### config.mk
export PLATFORM = sky130hd
export DESIGN_NAME = sar_serial_ctl
export DESIGN_NICKNAME = d
export VERILOG_FILES = /design/src/rtl/sarctl_pkg.sv /design/src/rtl/sync_edge.sv /design/src/rtl/conv_clk_gen.sv /design/src/rtl/sar_stub.sv /design/src/rtl/out_shifter.sv /design/src/rtl/sar_serial_ctl.sv
export SDC_FILE = /design/constraint.sdc
export NUM_CORES = 1
export LEC_CHECK = 0
export BUFFER_PORTS_ARGS = -buffer_cell sky130_fd_sc_hd__buf_2
export CORE_ASPECT_RATIO = 0.9
export CORE_MARGIN = 4
export CORE_UTILIZATION = 41
export DETAILED_ROUTE_END_ITERATION = 12
export PLACE_DENSITY = 0.56
export SYNTH_ARGS = -nofsm -noshare
export SYNTH_HDL_FRONTEND = slang
export SYNTH_SLANG_ARGS = --single-unit
### constraint.sdc
create_clock -name clk -period 3.6 [get_ports clk]
set_clock_uncertainty 0.05 [all_clocks]
set_input_delay 0.72 -clock clk [delete_from_list [all_inputs] [get_ports clk]]
set_output_delay 0.72 -clock clk [all_outputs]
set_load 0.01 [all_outputs]
### src/rtl/sarctl_pkg.sv
package sarctl_pkg;
    typedef enum logic [1:0] {
        ST_IDLE    = 2'd0,
        ST_CONVERT = 2'd1,
        ST_LOAD    = 2'd2
    } sar_state_e;
endpackage

### src/rtl/sync_edge.sv
// Two-stage synchroniser followed by edge detection.
module sync_edge #(
    parameter logic INIT = 1'b0
) (
    input  logic clk,
    input  logic rst_n,
    input  logic async_in,
    output logic rise,
    output logic fall
);
    logic meta_q, stab_q, prev_q;

    always_ff @(posedge clk or negedge rst_n) begin
        if (!rst_n) begin
            meta_q <= INIT;
            stab_q <= INIT;
            prev_q <= INIT;
        end else begin
            meta_q <= async_in;
            stab_q <= meta_q;
            prev_q <= stab_q;
        end
    end

    assign rise = stab_q & ~prev_q;
    assign fall = ~stab_q & prev_q;
endmodule

### src/rtl/conv_clk_gen.sv
// Conversion tick source: internal divider or external edges.
module conv_clk_gen #(
    parameter int DIV = 4
) (
    input  logic clk,
    input  logic rst_n,
    input  logic run,
    input  logic use_ext,
    input  logic ext_rise,
    output logic tick
);
    localparam int CW = (DIV > 1) ? $clog2(DIV) : 1;
    localparam logic [CW-1:0] LAST = CW'(DIV - 1);

    logic [CW-1:0] div_q;
    logic          int_tick;

    always_ff @(posedge clk or negedge rst_n) begin
        if (!rst_n) begin
            div_q <= '0;
        end else if (!run || use_ext || div_q == LAST) begin
            div_q <= '0;
        end else begin
            div_q <= div_q + 1'b1;
        end
    end

    assign int_tick = run && !use_ext && (div_q == LAST);
    assign tick     = use_ext ? (run && ext_rise) : int_tick;
endmodule

### src/rtl/sar_stub.sv
// Digital stand-in for the comparator/DAC: resolves the held code MSB first.
module sar_stub #(
    parameter int RES_W = 14
) (
    input  logic             clk,
    input  logic             rst_n,
    input  logic             capture,
    input  logic [RES_W-1:0] code_in,
    input  logic             step,
    output logic [RES_W-1:0] result
);
    logic [RES_W-1:0] hold_q, acc_q;

    always_ff @(posedge clk or negedge rst_n) begin
        if (!rst_n) begin
            hold_q <= '0;
            acc_q  <= '0;
        end else if (capture) begin
            hold_q <= code_in;
            acc_q  <= '0;
        end else if (step) begin
            acc_q  <= {acc_q[RES_W-2:0], hold_q[RES_W-1]};
            hold_q <= {hold_q[RES_W-2:0], 1'b0};
        end
    end

    assign result = acc_q;
endmodule

### src/rtl/out_shifter.sv
// Output shift register; load wins over shift.
module out_shifter #(
    parameter int SR_W = 16
) (
    input  logic            clk,
    input  logic            rst_n,
    input  logic            load,
    input  logic [SR_W-1:0] load_val,
    input  logic            shift_en,
    output logic            msb
);
    logic [SR_W-1:0] sr_q;

    always_ff @(posedge clk or negedge rst_n) begin
        if (!rst_n) begin
            sr_q <= '0;
        end else if (load) begin
            sr_q <= load_val;
        end else if (shift_en) begin
            sr_q <= {sr_q[SR_W-2:0], 1'b0};
        end
    end

    assign msb = sr_q[SR_W-1];
endmodule

### src/rtl/sar_serial_ctl.sv
module sar_serial_ctl
    import sarctl_pkg::*;
#(
    parameter int RES_W    = 14,
    parameter int SR_W     = 16,
    parameter int CONV_CYC = 16,
    parameter int INT_DIV  = 4
) (
    input  logic             clk,
    input  logic             rst_n,
    input  logic             conv_start_n,
    input  logic             cs_n,
    input  logic             rd_n,
    input  logic             ext_sel,
    input  logic             ext_clk,
    input  logic             sclk,
    input  logic [RES_W-1:0] sample_code,
    output logic             busy,
    output logic             clk_out,
    output logic             dout,
    output logic             dout_en
);
    localparam int BCW = $clog2(CONV_CYC);
    localparam logic [BCW-1:0] LAST_TICK = BCW'(CONV_CYC - 1);
    localparam int PAD = SR_W - RES_W;

    sar_state_e       state_q, state_d;
    logic [BCW-1:0]   bit_cnt_q;
    logic             start_fall, ext_rise, sclk_fall;
    logic             unused_rise0, unused_fall1, unused_rise2;
    logic             tick, adv, start, port_on;
    logic             clk_out_q;
    logic [RES_W-1:0] result;

    sync_edge #(.INIT(1'b1)) u_sync_conv (
        .clk(clk), .rst_n(rst_n), .async_in(conv_start_n),
        .rise(unused_rise0), .fall(start_fall));
    sync_edge #(.INIT(1'b0)) u_sync_ext (
        .clk(clk), .rst_n(rst_n), .async_in(ext_clk),
        .rise(ext_rise), .fall(unused_fall1));
    sync_edge #(.INIT(1'b0)) u_sync_sclk (
        .clk(clk), .rst_n(rst_n), .async_in(sclk),
        .rise(unused_rise2), .fall(sclk_fall));

    conv_clk_gen #(.DIV(INT_DIV)) u_clkgen (
        .clk(clk), .rst_n(rst_n), .run(state_q == ST_CONVERT),
        .use_ext(ext_sel), .ext_rise(ext_rise), .tick(tick));

    assign port_on = !cs_n && !rd_n;
    assign start   = (state_q == ST_IDLE) && start_fall && !cs_n;
    assign adv     = tick && (state_q == ST_CONVERT);

    // Next-state logic: T_START, T_DONE, T_LOADED
    always_comb begin
        state_d = state_q;
        unique case (state_q)
            ST_IDLE:    if (start) state_d = ST_CONVERT;
            ST_CONVERT: if (adv && bit_cnt_q == LAST_TICK) state_d = ST_LOAD;
            ST_LOAD:    state_d = ST_IDLE;
            default:    state_d = ST_IDLE;
        endcase
    end

    // State register and tick counter
    always_ff @(posedge clk or negedge rst_n) begin
        if (!rst_n) begin
            state_q   <= ST_IDLE;
            bit_cnt_q <= '0;
        end else begin
            state_q <= state_d;
            if (start)    bit_cnt_q <= '0;
            else if (adv) bit_cnt_q <= bit_cnt_q + 1'b1;
        end
    end

    sar_stub #(.RES_W(RES_W)) u_stub (
        .clk(clk), .rst_n(rst_n), .capture(start), .code_in(sample_code),
        .step(adv && (bit_cnt_q < BCW'(RES_W))), .result(result));

    out_shifter #(.SR_W(SR_W)) u_shift (
        .clk(clk), .rst_n(rst_n), .load(state_q == ST_LOAD),
        .load_val({result, {PAD{1'b0}}}),
        .shift_en(sclk_fall && port_on), .msb(dout));

    // Mirrored conversion clock pulse
    always_ff @(posedge clk or negedge rst_n) begin
        if (!rst_n) clk_out_q <= 1'b0;
        else        clk_out_q <= adv && port_on;
    end

    // Outputs
    always_comb begin
        busy    = (state_q == ST_IDLE);
        clk_out = clk_out_q;
        dout_en = port_on;
    end
endmodule

==> results of run 1 <==
## worst max-delay path, stage by stage, from the launching register on
cell,delay (ns)
dfrtp_1,0.39
nor2b_1,0.13
buf_4,0.21
a31oi_2,0.85
o21ai_0,0.23
## metal layers
metal / vias up / share of wire / global-route usage
met4: 0 / 0.014 / 0.0596
met5: - / 0 / 0
met1: 740 / 0.49 / 0.162
li1: 824 / - / -
met3: 7 / 0.046 / 0.0476
met2: 25 / 0.45 / 0.206
## cell usage in the layout, fill, tap and decap left out, drive strengths merged, types with 2 or more instances in the layout
cell type  netlist  routed
buf              6      29
clkbuf           6      14
and3             2       2
dfstp            3       3
mux2i           29      29
nor2            19      19
nand2b           2       2
a21oi           14      14
clkinv           0       2
ha               2       2
dfrtp           57      57
o21ai           28      28
nand2           47      47
## state kept, by name, indices dropped and copies added (netlist names), 2 cells and up
| name | cells |
|---|---|
| u_stub.result | 14 |
| u_shift.sr_q | 14 |
| state_q | 2 |
| bit_cnt_q | 4 |
| u_clkgen.div_q | 2 |
| u_stub.hold_q | 14 |
## path summary, 6_finish.rpt
check	from	end	slack, ns
worst max-delay path	state_q[1]$_DFFE_PN0P_	u_shift.sr_q[7]$_DFFE_PN0P_	1.57
worst min-delay path	rst_n	u_shift.sr_q[6]$_DFFE_PN0P_	0.21
worst max register to register	state_q[1]$_DFFE_PN0P_	u_shift.sr_q[7]$_DFFE_PN0P_	1.57
worst min register to register	u_sync_ext.meta_q$_DFF_PN0_	u_sync_ext.stab_q$_DFF_PN0_	0.30
max in group asynchronous	rst_n	u_clkgen.div_q[0]$_DFF_PN0_	2.42
min in group clk	u_sync_ext.meta_q$_DFF_PN0_	u_sync_ext.stab_q$_DFF_PN0_	0.30
## power breakdown
group | internal (mW) | switching [mW]
combinational | 0.111 | 0.128
sequential | 0.781 | 0.0647
clock | 0.286 | 0.240
total | 1.18 | 0.432
## per-stage QoR
| stage | hold slack, ns | total power [mW] |
|---|---|---|
| after floorplan | 0.281 | 1.03 |
| after global placement | 0.289 | 1.10 |
| after detailed placement | 0.290 | 1.11 |
| after CTS | 0.207 | 1.64 |
| after global routing | 0.229 | 1.72 |
| final | 0.210 | 1.61 |
## cell families (layout without fill, tap and decap cells)
family	count (synthesis)	count (layout)
compound gates	46	46
xor+xnor	1	1
fa+ha+maj	2	2
buf+inv	13	46
flops	60	60
mux	29	29
simple gates	77	77
## area by class of cell
class                   instances  share of cell area
multi-input cells             155               0.319
inverters                       1             0.00133
repair buffers                 29              0.0549
clock inverters                 2             0.00354
flip-flops and latches         60               0.532
clock buffers                  14              0.0575
well taps                      70              0.0310
==> results by group, run 1 <==
Die
  – Width of the die: 89.9 um
  – Core Area: between 5000 and 6000 um2
  – Die area: 7340 um2
  – Top Ports: 26
  – Starting density of the core: 0.430
  – Number of rows in the core area: 26
  – Overall die height: 81.7 um

Finish
  – Area delta synth->final: 14.3%
  – Number of antenna repair diodes: 0
  – Non-filler cells, final: between 300 and 400
  – Final standard cell utilization of the core: 0.491
  – Count of filler cells inserted in the layout: 551
  – Number of nets at the end of the flow: 280
  – Post-layout instance area: 2830 um2
  – Share of cells above drive strength 1: 0.180
  – Register area: 1510 um2
  – Area taken by multi-input logic gates: 903 um2

Global routing
  – Maximum number of pins on one net before global-route repair: 49
  – Vias in the first global route: 1,614
  – Global-route wire length before repair: 7.46 mm
  – GRT Overall Usage: 0.130
  – Total global routing overflow: 0
  – Antenna violations before repair: 0

Outcome
  – Result of the run: complete, no violations

Timing
  – Time the worst path needs with I/O delays and setup: 2.03 ns
  – Share of the clock period used by the worst path: 0.564
  – Setup repair after global routing missed its margin: no
  – Transition at the pin with the smallest max-transition slack: around 1.1 ns
  – Setup slack after layout: 1.57 ns
  – Sum Neg Setup Slack: 0 ns
  – Final hold violation count: 0
  – Slew Limit Fails: 0
  – Tightest slew margin relative to the limit: 0.290
  – F_max: between 0.4 and 0.5 GHz
  – # setup viols final: 0

Logic synthesis
  – Fraction of the mapped netlist area in adder cells: 0.0101
  – Ys async rst share: 1.00
  – Proportion of netlist area held by the largest area contributor: 0.577
  – Fraction of the mapped netlist area in simple logic gates: 0.129
  – Number of flops mapped to enable cells by yosys: 0
  – Most common cell in the netlist: dfrtp_1
  – Mapped cell area: approximately 2500 um2
  – Synthesized area divided by synthesized cell count: 10.8 um2
  – Post-synthesis compound-gate area fraction: 0.105
  – Synthesis warning total: 0
  – Synth Flop Type: dfrtp_1
  – Syn Inst Count: 228
  – Register area share after synthesis: 0.608
  – Top cells by area in the synthesized netlist: dfrtp_1 (58%), mux2i_1 (12%), nand2_1 (7.1%)
  – Xor and xnor fraction of the mapped netlist area: 0.00354
  – Dominant combinational cell family by area after synthesis: simple AND/OR/NAND/NOR gates
  – Number of register bits inferred by synthesis: 60
  – Multiplexer fraction of the synthesized cell area: 0.117
  – Cell variety after synth: 27
  – Top cell type by total area after synthesis: dfrtp_1
  – Net Count, Synth: 252
  – Top cells by instance count after synthesis: dfrtp_1 (57), nand2_1 (47), mux2i_1 (29)

Route
  – Via count of the routed design: 1,596
  – Routed wirelength normalized by instance count: around 12 um
  – Post-detailed-routing wire length: between 4 and 5 mm
  – Initial DRC Count: 83
  – DR vias/cell: 4.82
  – Number of nets still failing antenna checks after routing: 0
  – DR DRC count: 0
  – Router iterations before antenna repair: 4

Clock network
  – TritonCTS Buffers: 9
  – Clock Tree Root: clkbuf_8
  – Post-CTS Repair Setup Buffers: 0
  – Clock tree from TritonCTS: yes
  – H-tree level count: 3
  – Post-cts hold buffer count: 0
  – Post_cts resized: 0
  – Sink count of the clock tree: 60
  – Clock transition time at the flip-flop clock pins of the worst setup and hold paths: 0.06 ns
  – Worst skew pair latency: between 0.3 and 0.4 ns
  – Buffer levels on the longest clock path: 2

Critical path
  – Worst Setup Path Type: reg2reg
  – CP Data Arrival Time: approximately 2.1 ns
  – Required time of the critical path: 3.71 ns
  – Critical path capture point type: register
  – Worst Reg-to-Reg Cells: 4
  – Launching element type of the critical path: register
  – Max FO, Critical Path: 27

Placement
  – Final estimated routing congestion in global placement: 0.711
  – I/O Buffers: 25
  – Total placed cells including tap cells: 315
  – Placed wire-length estimate: 2.63 mm
  – Worst slack, placed: 1.37 ns
  – Dpl cell area: 2660 um2

Hold path
  – Path class of the lowest-slack min-delay path: in2async

Power
  – Leak: 1.27 nW
  – Peak VDD IR: 0.000388 V
  – Power per cell area: 569 nW/um2

Run
  – Max-cap viol count: 0
Power figures use the tool's default switching activity.
==> run 2: changes to the inputs <==
clock period = 1.9 ns   (was 3.6 ns; I/O delays follow)
==> results by group, run 2 (synthesis gave the netlist of run 1 again) <==
Outcome
  – Result of the run: complete, no violations

Finish
  – Area delta synth->final: 19.3%
  – Final standard cell utilization of the core: 0.513
  – Commonest cells after routing, fill and taps aside: dfrtp_1 (57), nand2_1 (47), mux2i_1 (29)
  – Register area: 1510 um2
  – Leading cell type in the layout, fill and taps excluded: dfrtp_1
  – Count of filler cells inserted in the layout: about 540
  – Number of nets at the end of the flow: about 280
  – Area taken by multi-input logic gates: 912 um2
  – Number of antenna repair diodes: 0
  – Share of cells above drive strength 1: 0.197

Clock network
  – TritonCTS Buffers: 9
  – Post-CTS Repair Setup Buffers: 0
  – Buffer levels on the longest clock path: 2
  – Clock Tree Root: clkbuf_8
  – Clock transition time at the flip-flop clock pins of the worst setup and hold paths: 0.07 ns
  – Clock tree from TritonCTS: yes
  – Sink count of the clock tree: 60
  – Worst skew pair latency: 0.34 ns
  – H-tree level count: 3

Timing
  – Final hold violation count: 0
  – # setup viols final: 0
  – F_max: 0.610 GHz
  – Setup repair after global routing missed its margin: no
  – Share of the clock period used by the worst path: 0.863
  – Time the worst path needs with I/O delays and setup: 1.64 ns
  – Slew Limit Fails: 0
  – Transition at the pin with the smallest max-transition slack: 0.617 ns
  – Sum Neg Setup Slack: 0 ns
  – Hold Slack: 0.0820 ns
  – Tightest slew margin relative to the limit: 0.589

Global routing
  – Maximum number of pins on one net before global-route repair: 45
  – Vias in the first global route: 1,688
  – Total global routing overflow: 0
  – Antenna violations before repair: 0
  – Global-route wire length before repair: between 7 and 8 mm
  – GRT Overall Usage: 0.134

Route
  – Via count of the routed design: 1,633
  – Routed wirelength normalized by instance count: 12.7 um
  – Number of nets still failing antenna checks after routing: 0
  – DR vias/cell: between 4 and 5
  – Post-detailed-routing wire length: 4.23 mm
  – Router iterations before antenna repair: 4
  – DR DRC count: 0
  – Initial DRC Count: 90

Critical path
  – CP Data Arrival Time: 1.80 ns
  – Critical path capture point type: register
  – Required time of the critical path: 2.07 ns
  – Worst reg2reg setup slack: about 0.26 ns
  – Worst Setup Path Type: reg2reg
  – Max FO, Critical Path: 42
  – Launching element type of the critical path: register

Die
  – Number of rows in the core area: 26
  – Die area: 7340 um2
  – Top Ports: 26
  – Starting density of the core: 0.430
  – Overall die height: 81.7 um
  – Width of the die: 89.9 um
  – Core Area: 5760 um2

Placement
  – I/O Buffers: 25
  – Placed wire-length estimate: 2.72 mm
  – Final estimated routing congestion in global placement: 0.702

Power
  – Peak VDD IR: 0.000649 V
  – Power per cell area: roughly 1100 nW/um2
  – Leak: 1.31 nW

Run
  – Max-cap viol count: 0

Hold path
  – Path class of the lowest-slack min-delay path: in2reg
[run 2: cell count changes in the layout (fill, tap and decap cells not counted), sizes merged]
| cell | before | now |
|---|---|---|
| buf | 29 | 31 |
| bufinv | 0 | 2 |
| clkbuf | 14 | 10 |
| clkinv | 2 | 1 |
| clkinvlp | 0 | 3 |
| dlygate4sd3 | 0 | 1 |
[run 2: worst paths after layout]
check,start,to,cells after the start
worst max register to register,u_clkgen.div_q[0]$_DFF_PN0_,u_stub.hold_q[11]$_DFFE_PN0P_,6
worst max-delay path,u_clkgen.div_q[0]$_DFF_PN0_,u_stub.hold_q[11]$_DFFE_PN0P_,6
worst min register to register,u_sync_sclk.meta_q$_DFF_PN0_,u_sync_sclk.stab_q$_DFF_PN0_,0
max in group asynchronous,rst_n,u_shift.sr_q[11]$_DFFE_PN0P_,3
min in group asynchronous,rst_n,u_clkgen.div_q[0]$_DFF_PN0_,2
worst min-delay path,conv_start_n,u_sync_conv.meta_q$_DFF_PN1_,1
[run 2: timing repair]
item | in CTS | in global routing
hold endpoints to repair | 19 | 0
hold buffers | 1 | 0
setup endpoints to repair | 0 | 14
gates resized for setup | 0 | 1
[run 2: critical path: stages (launching register included)]
cell,delay [ns]
dfrtp_1,0.35
ha_1,0.19
nand2b_1,0.11
a211oi_4,0.26
buf_12,0.25
mux2i_1,0.21
a21oi_1,0.08
[run 2: area by class of cell]
type | count | area share
Clock buffer | 10 | 0.0466
Sequential cell | 60 | 0.510
Tap cell | 70 | 0.0297
Timing Repair Buffer | 32 | 0.0738
Inverter | 1 | 0.00127
Clock inverter | 6 | 0.0297
Multi-Input combinational cell | 155 | 0.309
[run 2: routing by layer]
metal / wire, um / vias to the layer above / part of all wire / global-route usage
li1: - / 837 / - / -
met2: 1940 / 25 / 0.46 / 0.222
met3: 216 / 6 / 0.051 / 0.0604
met4: 59 / 0 / 0.014 / 0.0459
met5: 0 / - / 0 / 0
met1: 2020 / 765 / 0.48 / 0.158
[run 2: through the flow]
step / total power, mW / worst slack, ns / cell area (um2) / instances
2_1_floorplan: 1.96 / 0.322 / 2470 / 228
3_3_place_gp: 2.11 / 0.0979 / 2710 / 317
3_5_place_dp: 2.12 / 0.0190 / 2710 / 317
4_1_cts: 3.42 / 0.0685 / 2940 / 334
5_1_grt: 3.56 / 0.112 / 2950 / 334
6_report: 3.36 / 0.261 / 2950 / 334
[run 2: where the power goes]
part           internal (mW)  switching (mW)  leakage [nW]
Sequential              1.48           0.126         0.793
Combinational          0.234           0.249         0.417
Clock                  0.770           0.497         0.105
Total                   2.48           0.873          1.31
==> run 3: changes to the inputs <==
==> constraint.sdc (replaced) <==
create_clock -name clk -period 1.9 [get_ports clk]
set_clock_uncertainty 0.05 [all_clocks]
set_input_delay 0.285 -clock clk [delete_from_list [all_inputs] [get_ports clk]]
set_output_delay 0.285 -clock clk [all_outputs]
set_load 0.01 [all_outputs]
==> results by group, run 3 (synthesis gave the netlist of run 1 again) <==
Clock network
  – H-tree level count: 3
  – Worst skew pair latency: 0.34 ns
  – Clock transition time at the flip-flop clock pins of the worst setup and hold paths: 0.06 ns
  – TritonCTS Buffers: 9
  – Clock Tree Root: clkbuf_8
  – Sink count of the clock tree: 60
  – Clock tree from TritonCTS: yes
  – Buffer levels on the longest clock path: 2

Die
  – Overall die height: 81.7 um
  – Width of the die: 89.9 um
  – Starting density of the core: 0.430
  – Die area: about 7300 um2
  – Top Ports: 26
  – Number of rows in the core area: 26
  – Core Area: 5760 um2

Route
  – Post-detailed-routing wire length: 4.25 mm
  – DR DRC count: 0
  – DR vias/cell: just under 5
  – Router iterations before antenna repair: 4
  – Via count of the routed design: between 1,500 and 2,000
  – Number of nets still failing antenna checks after routing: 0
  – Initial DRC Count: 74
  – Routed wirelength normalized by instance count: 12.7 um

Timing
  – F_max: roughly 0.6 GHz
  – Share of the clock period used by the worst path: 0.874
  – Final hold violation count: 0
  – Transition at the pin with the smallest max-transition slack: 0.621 ns
  – Tightest slew margin relative to the limit: 0.586
  – # setup viols final: 0
  – Time the worst path needs with I/O delays and setup: between 1.5 and 2 ns
  – Slew Limit Fails: 0
  – Setup repair after global routing missed its margin: no
  – Sum Neg Setup Slack: 0 ns

Power
  – Power per cell area: 1060 nW/um2
  – Total power after layout: between 3 and 4 mW
  – Internal portion of total power: 2.26 mW
  – Peak VDD IR: 0.000608 V
  – Sw Ratio: 0.273
  – Relative contribution of the clock network to total power: 0.326
  – Switching pwr: 850 uW
  – Combinational share of power: 0.158
  – Sequential fraction of design power: 0.517
  – Leak: 1.31 nW

Critical path
  – Worst Reg-to-Reg Cells: 6
  – Launching element type of the critical path: register
  – Max FO, Critical Path: 42
  – Worst reg2reg setup slack: ~0.24 ns
  – Reg-to-Reg Start: u_clkgen.div_q[0]$_DFF_PN0_
  – Required time of the critical path: approximately 2.1 ns
  – Worst Setup Path Type: reg2reg
  – CP Data Arrival Time: 1.82 ns
  – Critical path capture point type: register
  – Worst R2R End: u_stub.hold_q[11]$_DFFE_PN0P_

Global routing
  – Antenna violations before repair: 0
  – Global-route wire length before repair: 7.78 mm
  – GRT Overall Usage: 0.135
  – Maximum number of pins on one net before global-route repair: 45
  – Vias in the first global route: between 1,500 and 2,000
  – Total global routing overflow: 0

Finish
  – Count of filler cells inserted in the layout: 540
  – Commonest cells after routing, fill and taps aside: dfrtp_1 (57), nand2_1 (47), mux2i_1 (29)
  – Register area: 1510 um2
  – Number of nets at the end of the flow: 285
  – Number of antenna repair diodes: 0
  – Area delta synth->final: 18.1%
  – Area taken by multi-input logic gates: 912 um2
  – Leading cell type in the layout, fill and taps excluded: dfrtp_1
  – Share of cells above drive strength 1: 0.180

Hold path
  – Worst Hold Launch: ext_sel
  – Hold path depth: 2
  – Hold endpoint: u_clkgen.div_q[1]$_DFF_PN0_
  – Path class of the lowest-slack min-delay path: in2reg

Placement
  – Placed wire-length estimate: 2.63 mm
  – Final estimated routing congestion in global placement: 0.750
  – I/O Buffers: 25

Run
  – Max-cap viol count: 0

Outcome
  – Result of the run: complete, no violations
-- run 3: changes by cell type in the layout (fill, tap and decap cells not counted), sizes merged --
cell / change
clkbuf: +4
clkinvlp: -3
dlygate4sd3: +3
bufinv: -2
buf: -1
clkinv: +1
-- run 3: worst max-delay path by stage --
stage / start / end / slack, ns / cells after the start
after CTS: state_q[1]$_DFFE_PN0P_ / u_shift.sr_q[12]$_DFFE_PN0P_ / 0.08 / 3
after global placement: state_q[1]$_DFFE_PN0P_ / u_shift.sr_q[9]$_DFFE_PN0P_ / 0.15 / 3
after detailed placement: state_q[1]$_DFFE_PN0P_ / u_shift.sr_q[12]$_DFFE_PN0P_ / 0.09 / 3
after global routing: u_clkgen.div_q[0]$_DFF_PN0_ / u_stub.hold_q[1]$_DFFE_PN0P_ / 0.10 / 6
final: u_clkgen.div_q[0]$_DFF_PN0_ / u_stub.hold_q[11]$_DFFE_PN0P_ / 0.24 / 6
after floorplan: u_clkgen.div_q[0]$_DFF_PN0_ / u_stub.hold_q[2]$_DFFE_PN0P_ / 0.32 / 6
-- run 3: layout make-up --
class / count / area share
tap: 70 / 0.0300
clock inverter: 2 / 0.00343
timing repair buffer: 34 / 0.0822
multi-input combinational: 155 / 0.312
inverter: 1 / 0.00128
sequential: 60 / 0.515
clock buffer: 14 / 0.0557
-- run 3: layer usage --
metal | track usage | vias up | part of all wire
li1 | - | 838 | -
met1 | 0.161 | 769 | 0.48
met2 | 0.222 | 25 | 0.46
met3 | 0.0495 | 10 | 0.046
met4 | 0.0596 | 0 | 0.019
met5 | 0 | - | 0
-- run 3: power groups by stage --
stage          combinational [mW]  clock (mW)  sequential (mW)
5_1_grt                     0.571        1.11             1.63
2_1_floorplan               0.361           0             1.60
3_3_place_gp                0.479           0             1.62
3_5_place_dp                0.494           0             1.63
4_1_cts                     0.501        1.06             1.61
6_report                    0.490        1.01             1.61
-- run 3: metrics by stage --
step / hold slack, ns / area [um2] / setup WS [ns] / std cells / utilization
6_report: 0.112 / 2920 / 0.240 / 336 / 0.507
2_1_floorplan: -0.0606 / 2470 / 0.322 / 228 / -
3_3_place_gp: 0.191 / 2700 / 0.153 / 316 / 0.469
4_1_cts: 0.0957 / 2910 / 0.0759 / 336 / 0.506
5_1_grt: 0.115 / 2920 / 0.103 / 336 / 0.507
3_5_place_dp: 0.190 / 2700 / 0.0874 / 316 / 0.469
-- run 3: critical path: stages, from the launching register on --
cell and delay [ns]:
dfrtp_1 0.35, ha_1 0.20, nand2b_1 0.11, a211oi_4 0.26, buf_12 0.25, mux2i_1 0.23
a21oi_1 0.08
-- run 3: repair_timing --
action / in CTS / in global routing
setup endpoints to repair: 0 / 13
hold buffers: 4 / 0
hold endpoints to repair: 16 / 0
setup buffers: 0 / 0
gates resized for setup: 0 / 1
